<file path="config.mk">
export PLATFORM = sky130hd
export DESIGN_NAME = bias_cal_ctrl
export DESIGN_NICKNAME = d
export VERILOG_FILES = /design/src/rtl/bias_cal_pkg.sv /design/src/rtl/bias_window.sv /design/src/rtl/bias_stepper.sv /design/src/rtl/therm_decoder.sv /design/src/rtl/bias_cal_ctrl.sv
export SDC_FILE = /design/constraint.sdc
export NUM_CORES = 1
export LEC_CHECK = 0
export ABC_CLOCK_PERIOD_IN_PS = 15100
export BUFFER_PORTS_ARGS = -buffer_cell sky130_fd_sc_hd__buf_2
export CAP_MARGIN = 20
export CORE_MARGIN = 3
export CORE_UTILIZATION = 50
export CTS_CLUSTER_SIZE = 24
export DETAILED_ROUTE_END_ITERATION = 12
export MAX_ROUTING_LAYER = met4
export PLACE_DENSITY = 0.83
export SKIP_LAST_GASP = 1
export SYNTH_ARGS = -nofsm -noshare
export SYNTH_HDL_FRONTEND = slang
export SYNTH_HIERARCHICAL = 1
export SYNTH_SLANG_ARGS = --single-unit
</file>
<file path="constraint.sdc">
create_clock -name clk -period 15.1 [get_ports clk]
set_input_delay 1.51 -clock clk [delete_from_list [all_inputs] [get_ports clk]]
set_output_delay 1.51 -clock clk [all_outputs]
set_load 0.005 [all_outputs]
</file>
<file path="src/rtl/bias_cal_pkg.sv">
package bias_cal_pkg;

  // Signed correction for one window, from its ones-count.
  // Edges: >=80% strong up, >52% weak up, >=48% hold, >20% weak down, else strong down.
  function automatic logic signed [2:0] band_step(input int ones, input int win);
    int pct100;
    pct100 = ones * 100;
    if (pct100 >= win * 80)      return 3'sd3;
    else if (pct100 > win * 52)  return 3'sd1;
    else if (pct100 >= win * 48) return 3'sd0;
    else if (pct100 > win * 20)  return -3'sd1;
    else                         return -3'sd3;
  endfunction

  // Add a signed step to a counter value and clamp the result to [0, maxv].
  function automatic int sat_step(input int cur, input int step, input int maxv);
    int nxt;
    nxt = cur + step;
    if (nxt < 0)    return 0;
    if (nxt > maxv) return maxv;
    return nxt;
  endfunction

endpackage

</file>
<file path="src/rtl/bias_window.sv">
module bias_window #(
  parameter int WIN_LEN = 200,
  parameter int WW      = $clog2(WIN_LEN + 1)
) (
  input  logic          clk,
  input  logic          rst_n,
  input  logic          raw_bit,
  input  logic          raw_valid,
  output logic          win_done,
  output logic [WW-1:0] win_ones
);
  logic [WW-1:0] sample_cnt;
  logic [WW-1:0] ones_cnt;

  // The window closes on the cycle that carries its last valid sample.
  assign win_done = raw_valid && (sample_cnt == WW'(WIN_LEN - 1));
  assign win_ones = ones_cnt + WW'(raw_bit);

  always_ff @(posedge clk or negedge rst_n) begin
    if (!rst_n) begin
      sample_cnt <= '0;
      ones_cnt   <= '0;
    end else if (raw_valid) begin
      if (win_done) begin
        sample_cnt <= '0;
        ones_cnt   <= '0;
      end else begin
        sample_cnt <= sample_cnt + 1'b1;
        ones_cnt   <= ones_cnt + WW'(raw_bit);
      end
    end
  end

  p_ones_within_samples_r10: assert property (@(posedge clk) disable iff (!rst_n)
    ones_cnt <= sample_cnt);
  p_window_length_r1: assert property (@(posedge clk) disable iff (!rst_n)
    sample_cnt < WW'(WIN_LEN));
  p_idle_holds_count_r2: assert property (@(posedge clk) disable iff (!rst_n)
    !raw_valid |=> $stable(sample_cnt) && $stable(ones_cnt));
endmodule

</file>
<file path="src/rtl/bias_stepper.sv">
module bias_stepper
  import bias_cal_pkg::*;
#(
  parameter int WIN_LEN    = 200,
  parameter int WW         = $clog2(WIN_LEN + 1),
  parameter int CW         = 12,
  parameter int INIT_VALUE = 512
) (
  input  logic          clk,
  input  logic          rst_n,
  input  logic          win_done,
  input  logic [WW-1:0] win_ones,
  output logic [CW-1:0] tune
);
  localparam int CMAX = (1 << CW) - 1;

  logic signed [2:0] step;
  logic [CW-1:0]     tune_nxt;

  assign step     = band_step(int'(win_ones), WIN_LEN);
  assign tune_nxt = CW'(sat_step(int'(tune), int'(step), CMAX));

  always_ff @(posedge clk or negedge rst_n) begin
    if (!rst_n)        tune <= CW'(INIT_VALUE);
    else if (win_done) tune <= tune_nxt;
  end

  p_hold_between_windows_r1: assert property (@(posedge clk) disable iff (!rst_n)
    !win_done |=> $stable(tune));
  p_step_size_r3: assert property (@(posedge clk) disable iff (!rst_n)
    win_done |=> (int'(tune) - int'($past(tune)) <= 3) && (int'($past(tune)) - int'(tune) <= 3));
  p_no_wrap_up_r6: assert property (@(posedge clk) disable iff (!rst_n)
    (win_done && step > 0) |=> tune >= $past(tune));
  p_no_wrap_down_r6: assert property (@(posedge clk) disable iff (!rst_n)
    (win_done && step < 0) |=> tune <= $past(tune));
  p_balanced_hold_r5: assert property (@(posedge clk) disable iff (!rst_n)
    (win_done && int'(win_ones) * 100 >= WIN_LEN * 48 && int'(win_ones) * 100 <= WIN_LEN * 52)
      |=> $stable(tune));
endmodule

</file>
<file path="src/rtl/therm_decoder.sv">
module therm_decoder #(
  parameter int STAGES = 50,
  parameter int VW     = 6
) (
  input  logic              clk,
  input  logic              rst_n,
  input  logic [VW-1:0]     val,
  output logic [STAGES-1:0] sel
);
  // Each line compares against its own index, so values past STAGES clamp.
  for (genvar i = 0; i < STAGES; i++) begin : g_line
    assign sel[i] = int'(val) > i;
  end

  // Thermometer shape (no holes) and population equal to the clamped value; R7 and R8.
  p_therm_shape_r7: assert property (@(posedge clk) disable iff (!rst_n)
    ((sel + 1'b1) & sel) == '0);
  p_therm_count_r8: assert property (@(posedge clk) disable iff (!rst_n)
    $countones(sel) == ((int'(val) > STAGES) ? STAGES : int'(val)));
endmodule

</file>
<file path="src/rtl/bias_cal_ctrl.sv">
module bias_cal_ctrl #(
  parameter int WIN_LEN       = 200,
  parameter int COARSE_BITS   = 6,
  parameter int FINE_BITS     = 6,
  parameter int COARSE_STAGES = 60,
  parameter int FINE_STAGES   = 50,
  parameter int INIT_VALUE    = 512
) (
  input  logic                               clk,
  input  logic                               rst_n,
  input  logic                               raw_bit,
  input  logic                               raw_valid,
  output logic [COARSE_STAGES-1:0]           coarse_sel,
  output logic [FINE_STAGES-1:0]             fine_sel,
  output logic [COARSE_BITS+FINE_BITS-1:0]   tune_value
);
  localparam int CW = COARSE_BITS + FINE_BITS;
  localparam int WW = $clog2(WIN_LEN + 1);

  logic          win_done;
  logic [WW-1:0] win_ones;

  bias_window #(.WIN_LEN(WIN_LEN), .WW(WW)) u_window (
    .clk(clk), .rst_n(rst_n), .raw_bit(raw_bit), .raw_valid(raw_valid),
    .win_done(win_done), .win_ones(win_ones)
  );

  bias_stepper #(.WIN_LEN(WIN_LEN), .WW(WW), .CW(CW), .INIT_VALUE(INIT_VALUE)) u_stepper (
    .clk(clk), .rst_n(rst_n), .win_done(win_done), .win_ones(win_ones), .tune(tune_value)
  );

  therm_decoder #(.STAGES(COARSE_STAGES), .VW(COARSE_BITS)) u_coarse (
    .clk(clk), .rst_n(rst_n), .val(tune_value[CW-1:FINE_BITS]), .sel(coarse_sel)
  );

  therm_decoder #(.STAGES(FINE_STAGES), .VW(FINE_BITS)) u_fine (
    .clk(clk), .rst_n(rst_n), .val(tune_value[FINE_BITS-1:0]), .sel(fine_sel)
  );
endmodule

</file>
### Word-level counts from Yosys, hierarchy flattened

Index checks and enable logic that the tools add are counted.

* register bits after elaboration: 28
* latch bits: 0
* memory bits (writable): 0
* ROM bits: 0
* output and inout port bits: 122
* word-level logic and storage cells: 137
* memories kept: 0

* $add $sub $neg: 3
* multipliers: 1
* div/mod/pow operators: 0
* magnitude comparators: 116
* equality and inequality tests: 1
* shift operators: 0
* muxes and demuxes: 12
* bitwise logic cells: 0
* reductions and logical operators: 1

Operators with widths (count)
* $gt A6 B6 Y1 const B: 46
* $gt A6 B5 Y1 const B: 32
* $gt A6 B4 Y1 const B: 16
* $ge A32 B15 Y1 const B: 2
* $gt A6 B3 Y1 const B: 8
* $mux W12: 3
* $gt A32 B13 Y1 const B: 1
* $gt A32 B15 Y1 const B: 1
* $gt A6 B1 Y1 const B: 4
* $gt A6 B2 Y1 const B: 4
* $mux W8: 2
* $add A13 B3 Y14: 1
* $gt A14 B13 Y1 const B: 1
* $lt A14 B1 Y1 const B: 1
* $mul A8 B5 Y13 const B: 1
* $mux W3: 3
* $add A8 B1 Y8: 1
* $add A8 B1 Y8 const B: 1
* $eq A8 B8 Y1 const B: 1
* $mux W1: 3
* $mux W2: 1
* $logic_and A1 B1 Y1: 1

### Depth between registers and ports, before layout

Gate-level depths: netlist of run 1.

* word-level depth: 13
* depth in mapped cells: 29
* mapped depth without buffers: 28

### Modules after synthesis

The synthesis of run 1 kept the hierarchy.

Modules (own cells, without submodules)
* bias_stepper: instances 1, cells each 265, area an instance 2243.4 um^2, sequential area each 301.5 um^2
* bias_window: instances 1, cells each 92, area an instance 902.1 um^2, sequential area each 400.4 um^2
* therm_decoder at u_coarse: instances 1, cells each 103, area an instance 589.3 um^2, sequential area each 0.0 um^2
* therm_decoder at u_fine: instances 1, cells each 94, area an instance 513.0 um^2, sequential area each 0.0 um^2

### Least setup slack after synthesis of run 1

OpenSTA, ideal clock, no wires.

* kind: input to register
* start point: input raw_bit
* end point: register u_stepper.tune[0]
* library setup time: 126 ps
* data arrival time: 7015 ps
* required time: 14974 ps
* path slack: 7959 ps
* cell stages on the path: 27
* path buffers: 0
* cell sequence: ha_1 ha_1 nand3_1 xnor2_1 ha_1 ha_1 inv_1 fa_1 inv_1 ha_1 nand2_2 o31ai_2 xnor2_1 and3_1 a32oi_1 o2bb2ai_1 a22o_1 nand2_1 ha_1 a21oi_1 nand4b_1 o22a_1 a211oi_1 a21boi_2 nor2_1 and3_1 a221o_1

* cells in the longest elaborated chain, start to end: 13

Ends and longest elaborated chain
* from (decl): line bias_cal_ctrl.sv:11 `input logic raw_bit,`
* $add A8 B1 Y8 *: line bias_window.sv:17 `assign win_ones = ones_cnt + WW'(raw_bit);`
* via win_ones[4]: line bias_cal_ctrl.sv:21 `logic [WW-1:0] win_ones;`
* $mul A8 B5 Y13 *: line bias_cal_pkg.sv:7 `pct100 = ones * 100;`
* $gt A32 B13 Y1: line bias_cal_pkg.sv:11 `else if (pct100 > win * 20) return -3'sd1;`
* $mux W2: line bias_cal_pkg.sv:11
* $mux W3: line bias_cal_pkg.sv:10 `else if (pct100 >= win * 48) return 3'sd0;`
* $mux W3: line bias_cal_pkg.sv:9 `else if (pct100 > win * 52) return 3'sd1;`
* $mux W3 *: line bias_cal_pkg.sv:8 `if (pct100 >= win * 80) return 3'sd3;`
* $add A13 B3 Y14 *: line bias_cal_pkg.sv:18 `nxt = cur + step;`
* $gt A14 B13 Y1: line bias_cal_pkg.sv:20 `if (nxt > maxv) return maxv;`
* $mux W1 (2 in series): line bias_cal_pkg.sv:20
* $mux W12: line bias_cal_pkg.sv:21 `return nxt;`
* $mux W12 *: line bias_cal_pkg.sv:20
* to (signal assigned): line bias_stepper.sv:24 `if (!rst_n) tune <= CW'(INIT_VALUE);`
* to (signal assigned): line bias_stepper.sv:25 `else if (win_done) tune <= tune_nxt;`
* to (decl): line bias_stepper.sv:13 `output logic [CW-1:0] tune`

The timed path passes the listed nets; every way through them passes the cells marked *. The select of a mux whose other input is x is not followed.
A chain may end at the register's enable or synchronous reset.

### Worst setup path after layout of run 1

* start point: input raw_bit
* end point: register u_stepper.tune[10]

The elaborated chain is that of the path after synthesis.

==> results_dict.tcl, run 1 <==
set metrics [dict create \
    run_status "finished clean" \
    reg2regPathDepth 27 \
    dp_hpwl_microns 8600 \
    fmax_mhz 126 \
    drt_iter0_markers 401 \
    cts_buffer_depth 2 \
    power_uw 1290 \
    routed_wl_microns 11800 \
    holdWs_ps 530 \
    hp-class "reg2reg" \
    netlist_instances 554 \
    postCtsResizedCells 0 \
    synthTopCellsByArea "dfrtp_1 (16%), ha_1 (11%), nand2_1 (5.3%)" \
    start_util 0.533 \
    p_leak_uw 0.00213 \
    arrival_ps 8100 \
    grt_pass1_vias 4124 \
    hold_depth 1 \
    critPathTopFamily "compound AO/OA/AOI/OAI gates" \
    drv_slew 0 \
    skew_ps 15.7 \
    synth_flop_cell "dfrtp_1" \
    synth_nets 598 \
    finalCritPeriodShare 0.524 \
    crit_required_ps 15290 \
    yosysWarnings 6 \
    antennaDiodeCount 0 \
    grt_pass1_wl_microns 19500 \
    dp_slack_ps 7080 \
    cap_violations 0 \
    crit_start "raw_bit" \
    crit_slowest_cell "fa_1" \
    grt_util_all_layers 0.240 \
    fp.dieW_microns 98.2 \
    fin_ws_ps 7190 \
    period_needed_ps 7910 \
    final_antenna_net_count 0 \
    hold_start "u_window/ones_cnt[0]" \
    critPathKind "in2reg" \
    port_buffers 125 \
    routed-via-count 4578 \
    gr-total-overflow 0 \
    yosys-top-cells-count "nand2_1 (60), nor2_1 (46), ha_1 (36)" \
    cp_num_buf_inv 3 \
    final.setup.tns_ps 0 \
    synth_area_leader_cell "dfrtp_1" \
    crit_path_max_incr_delay_ps 500 \
    die_y_microns 98.2 \
    reg2reg_slack_ps 8110 \
    worstMarginPinSlew_ps 1040 \
    clkTransAtPathRegs_ps 120 \
    reg2reg_to "u_stepper/tune[10]" \
    grt_max_degree 41 \
    core-area_sq_um 7970 \
    synth.top_cell.area_share 0.159 \
    worstSetupEndpointType "flop" \
    r2r_start "u_window/ones_cnt[0]" \
    io_pins 126 \
    numClockSinks 28 \
    rsz0062_at_grt "false" \
    clk_latency_ps 290 \
    first_pass_iters 5 \
    setup_viol 0 \
    synth-edff-count 0 \
    hold_buffers 0 \
    gp_congestion 0.941 \
    drive_gt1_frac 0.248 \
    powerDensity_nw_per_um2 267 \
    area_delta_synth_final_pct 14.3 \
    htreeDepth 1 \
    relSlewSlack 0.309 \
    yosysSeqAreaShare 0.165 \
    num_rows 32 \
    synth.ff_latch_count 28 \
    cpMostUsedCell "ha_1" \
    fin_nets 687 \
    wl_per_cell_microns 15.9 \
    synth.avg_cell_area_sq_um 7.67 \
    cts_tree "built" \
    yosysMostFrequentCell "nand2_1" \
    vdd_drop_max_mv 0.253 \
    critPathLaunchType "input pin" \
    remaining_drc_errors 0 \
    die_area_sq_um 9640 \
    critPathMaxFanout 9 \
    hold_viol_final 0 \
    vias_per_cell 6.15 \
    async_flop_share 1.00 \
    postCtsSetupBuffers 0 \
    synthesis.area_sq_um 4250 \
    cts_buffers 3 \
    root_buffer "clkbuf_8" \
    whs_endpoint "u_window/ones_cnt[0]" \
    synthDistinctLibCells 88 \
    antenna_found_initial 0 \
]
-- through the flow --
stage / instances / instance area (sq um) / util
floorplan: 554 / 4250 / -
finish: 744 / 4850 / 0.609
global route: 744 / 4850 / 0.609
CTS: 744 / 4850 / 0.609
global placement: 740 / 4780 / 0.600
detailed placement: 740 / 4780 / 0.600
-- metal layers --
layer,vias up,part of all wire,global-route usage
li1,2204,-,-
met2,195,0.49,0.398
met5,-,0,-
met4,0,0.015,0.0714
met1,2156,0.42,0.309
met3,23,0.070,0.0279
-- power breakdown --
group	total, uW	internal, uW	switching (uW)
registers	127	93.0	33.7
logic	1100	447	658
clock network	62.9	35.6	27.3
-- layout by cell type, fill, tap and decap left out, types with 5 or more instances in the layout --
master	count
buf_2	125
nand2_1	60
nor2_1	46
ha_1	36
inv_1	32
a21oi_1	27
dfrtp_1	27
nand3_1	23
o21ai_0	18
o21bai_1	17
a21boi_0	17
nor3_1	16
nand4_1	9
a21o_1	9
xor2_1	9
nor2b_1	8
xnor2_1	8
o21ai_1	7
and2_1	6
and3_1	6
mux2i_1	6
o21a_1	5
a22o_1	5
-- sequential cells by signal (all words and copies together) (netlist names) --
name / cells
u_stepper/tune: 12
u_window/ones_cnt: 8
u_window/sample_cnt: 8
-- area by class of cell --
class | count | area, sq um
multi-input combinational | 449 | 3180
fill | 704 | 3110
sequential | 28 | 702
timing repair buffer | 128 | 648
tap | 102 | 128
inverter | 33 | 124
clock buffer | 3 | 41.3
clock inverter | 1 | 30.0
-- worst reg2reg max path, cell delays in order (launching register included) --
cell       delay (ps)
dfrtp_1           380
ha_1              190
ha_1              240
nand3_1           120
xnor2_1           430
ha_1              330
ha_1              290
inv_1              60
fa_1              500
inv_1              40
ha_1              360
nand3_1           150
o221ai_1          300
nand3_1           220
a21oi_1           310
a32oi_1            80
o2bb2ai_1         160
a22o_1            160
nand2_1           100
ha_1              310
a21oi_1           210
nand4b_1          210
o22a_1            250
a211oi_1          250
a21boi_2          490
nor2_1            210
and3_1            270
a221o_1           270
-- cell families (layout without fill, tap and decap cells) --
family,count (synthesis),in the layout,share of synthesized area
simple gates,203,203,0.237
compound gates,177,177,0.320
buf+inv,77,165,0.0857
fa+ha+maj,41,41,0.127
flops,28,28,0.165
xor+xnor,19,19,0.0427
mux,9,9,0.0221
-- how the worst max path moves through the flow --
stage / endpoint / slack (ps) / cells past startpoint
after floorplan: u_stepper/tune[0] / 7960 / 27
after global placement: u_stepper/tune[10] / 7160 / 29
after detailed placement: u_stepper/tune[10] / 7080 / 28
after CTS: u_stepper/tune[10] / 7380 / 28
after global routing: u_stepper/tune[10] / 6840 / 28
final: u_stepper/tune[10] / 7190 / 28
(Power assumes the default switching activity.)
==> run 2, diff against run 1 <==
--- a/config.mk
+++ b/config.mk
@@ -5,15 +5,15 @@
 export SDC_FILE = /design/constraint.sdc
 export NUM_CORES = 1
 export LEC_CHECK = 0
-export ABC_CLOCK_PERIOD_IN_PS = 15100
+export ABC_CLOCK_PERIOD_IN_PS = 7100
 export BUFFER_PORTS_ARGS = -buffer_cell sky130_fd_sc_hd__buf_2
 export CAP_MARGIN = 20
 export CORE_MARGIN = 3
-export CORE_UTILIZATION = 50
+export CORE_UTILIZATION = 49
 export CTS_CLUSTER_SIZE = 24
 export DETAILED_ROUTE_END_ITERATION = 12
 export MAX_ROUTING_LAYER = met4
-export PLACE_DENSITY = 0.83
+export PLACE_DENSITY = 0.84
 export SKIP_LAST_GASP = 1
 export SYNTH_ARGS = -nofsm -noshare
 export SYNTH_HDL_FRONTEND = slang
==> constraint.sdc (replaced) <==
create_clock -name clk -period 7.1 [get_ports clk]
set_input_delay 0.71 -clock clk [delete_from_list [all_inputs] [get_ports clk]]
set_output_delay 0.71 -clock clk [all_outputs]
set_load 0.005 [all_outputs]
==> run 2 against run 1 <==
  * Largest cell class unchanged
  * First-iteration DRC count down 21%
  * Worst hold slack worse by 95 ps
  * Final cell count up 0.94%
  * Clock skew down 10 ps
  * Global-route usage down 1.5 points
  * Utilization down 1.9 points
  * Flip-flop and latch count unchanged
  * Largest power group unchanged
  * Critical endpoint is now u_stepper/tune[6]
  * Total power up 110%
  * Register-to-register slack worse by 7600 ps
  * Non-clock buffer count up 4
  * Count of clock-buffer cells in the layout unchanged
  * Setup slack worse by 6800 ps
==> results_dict.tcl, run 2 (same netlist as run 1, synthesis figures left out) <==
set metrics [dict create \
    top_regs "u_stepper/tune (12), u_window/ones_cnt (8), u_window/sample_cnt (8)" \
    gr-total-overflow 0 \
    period_needed_ps 6710 \
    grt_util_all_layers 0.225 \
    worstSetupEndpointType "flop" \
    routed_wl_microns 11700 \
    relSlewSlack 0.392 \
    clk_latency_ps 280 \
    remaining_drc_errors 0 \
    root_buffer "clkbuf_8" \
    drive_gt1_frac 0.257 \
    grtUsageMet1 0.289 \
    cts_tree "built" \
    dp_hpwl_microns 8760 \
    routed-via-count 4559 \
    final_cell_mix "buf_2 (125), nand2_1 (60), nor2_1 (46)" \
    run_status "finished clean" \
    numClockSinks 28 \
    r2r_start "u_window/ones_cnt[0]" \
    fin_nets 691 \
    fp.dieW_microns 99.1 \
    reg2regPathDepth 28 \
    powerDensity_nw_per_um2 559 \
    grt_pass1_vias 4013 \
    arrival_ps 6920 \
    antenna_found_initial 0 \
    power_uw 2740 \
    skew_ps 5.66 \
    grt_max_degree 38 \
    drv_slew 0 \
    wl_per_cell_microns 15.6 \
    grt-busiest-layer "met2" \
    grt_pass1_wl_microns 18700 \
    critPathMaxFanout 7 \
    die_y_microns 99.1 \
    grt_util_met2 0.387 \
    final.setup.tns_ps 0 \
    vias_per_cell 6.07 \
    drt_iter0_markers 318 \
    num_rows 33 \
    critPathKind "in2reg" \
    reg2reg_slack_ps 530 \
    hold_buffers 0 \
    core-area_sq_um 8300 \
    critPathLaunchType "input pin" \
    fmax_mhz 149 \
    port_buffers 125 \
    final_antenna_net_count 0 \
    crit_path_max_incr_delay_ps 540 \
    vdd_drop_max_mv 0.380 \
    die_area_sq_um 9820 \
    regMostFlops "u_stepper/tune" \
    use_met3 0.0252 \
    io_pins 126 \
    cts_buffer_depth 2 \
    finalCritPeriodShare 0.945 \
    worstMarginPinSlew_ps 911 \
    setup_viol 0 \
    p_leak_uw 0.00215 \
    cts_buffers 3 \
    cpMostUsedCell "ha_1" \
    crit_slowest_cell "fa_1" \
    area_delta_synth_final_pct 15.3 \
    largest_register_ff_count 12 \
    hp-class "in2async" \
    clkTransAtPathRegs_ps 100 \
    first_pass_iters 5 \
    crit_start "raw_bit" \
    hold_viol_final 0 \
    cap_violations 0 \
    final_common_cell "buf_2" \
    antennaDiodeCount 0 \
    start_util 0.512 \
    crit_required_ps 7300 \
    gp_congestion 0.998 \
    rsz0062_at_grt "false" \
    htreeDepth 1 \
]
==> run 2: changes by cell type in the layout (fill, tap and decap cells not counted), sizes merged <==
cell / before / now
buf: 128 / 132
==> run 2: stage by stage <==
stage,cells,setup slack [ps],cell area (sq um),hold slack [ps],util
6_report,751,387,4900,435,0.590
5_1_grt,751,12.3,4900,475,0.590
3_3_place_gp,747,214,4820,477,0.580
3_5_place_dp,747,80.3,4820,489,0.580
2_1_floorplan,554,759,4250,414,-
4_1_cts,751,354,4890,447,0.589
==> run 2: power by group <==
part | leakage (uW) | internal [uW] | switching, uW | total [uW]
clock network | 0.0000357 | 75.5 | 51.7 | 127
registers | 0.000333 | 198 | 76.9 | 275
logic | 0.00178 | 957 | 1380 | 2340
==> run 2: routing by layer <==
layer | share of wire | up-vias
li1 | - | 2218
met1 | 0.42 | 2101
met2 | 0.48 | 217
met3 | 0.080 | 23
met4 | 0.017 | 0
met5 | 0 | -
==> run 2: timing repair <==
item / in CTS / in global routing
endpoints found under the setup margin: 0 / 3
gates resized for setup: 0 / 4
setup buffers: 0 / 0
==> run 2: final cells by class <==
type / count / area (sq um)
repair buffers: 132 / 678
multi-input cells: 449 / 3190
fillers: 737 / 3400
inverters: 33 / 124
clock inverters: 1 / 30.0
clock buffers: 3 / 41.3
flip-flops and latches: 28 / 702
well taps: 105 / 131
==> run 2: critical path, delay by kind of cell <==
kind	cells	cell delay, ps
compound gates	12	2460
simple gates	7	1330
fa+ha+maj	7	2200
buf+inv	3	180
==> run 2: worst paths after layout <==
kind | end
worst max-delay path | u_stepper/tune[6]
worst min-delay path | u_window/sample_cnt[4]
worst max register to register | u_stepper/tune[6]
worst min register to register | u_window/ones_cnt[0]
max in group asynchronous | u_stepper/tune[11]
min in group clk | u_window/ones_cnt[0]
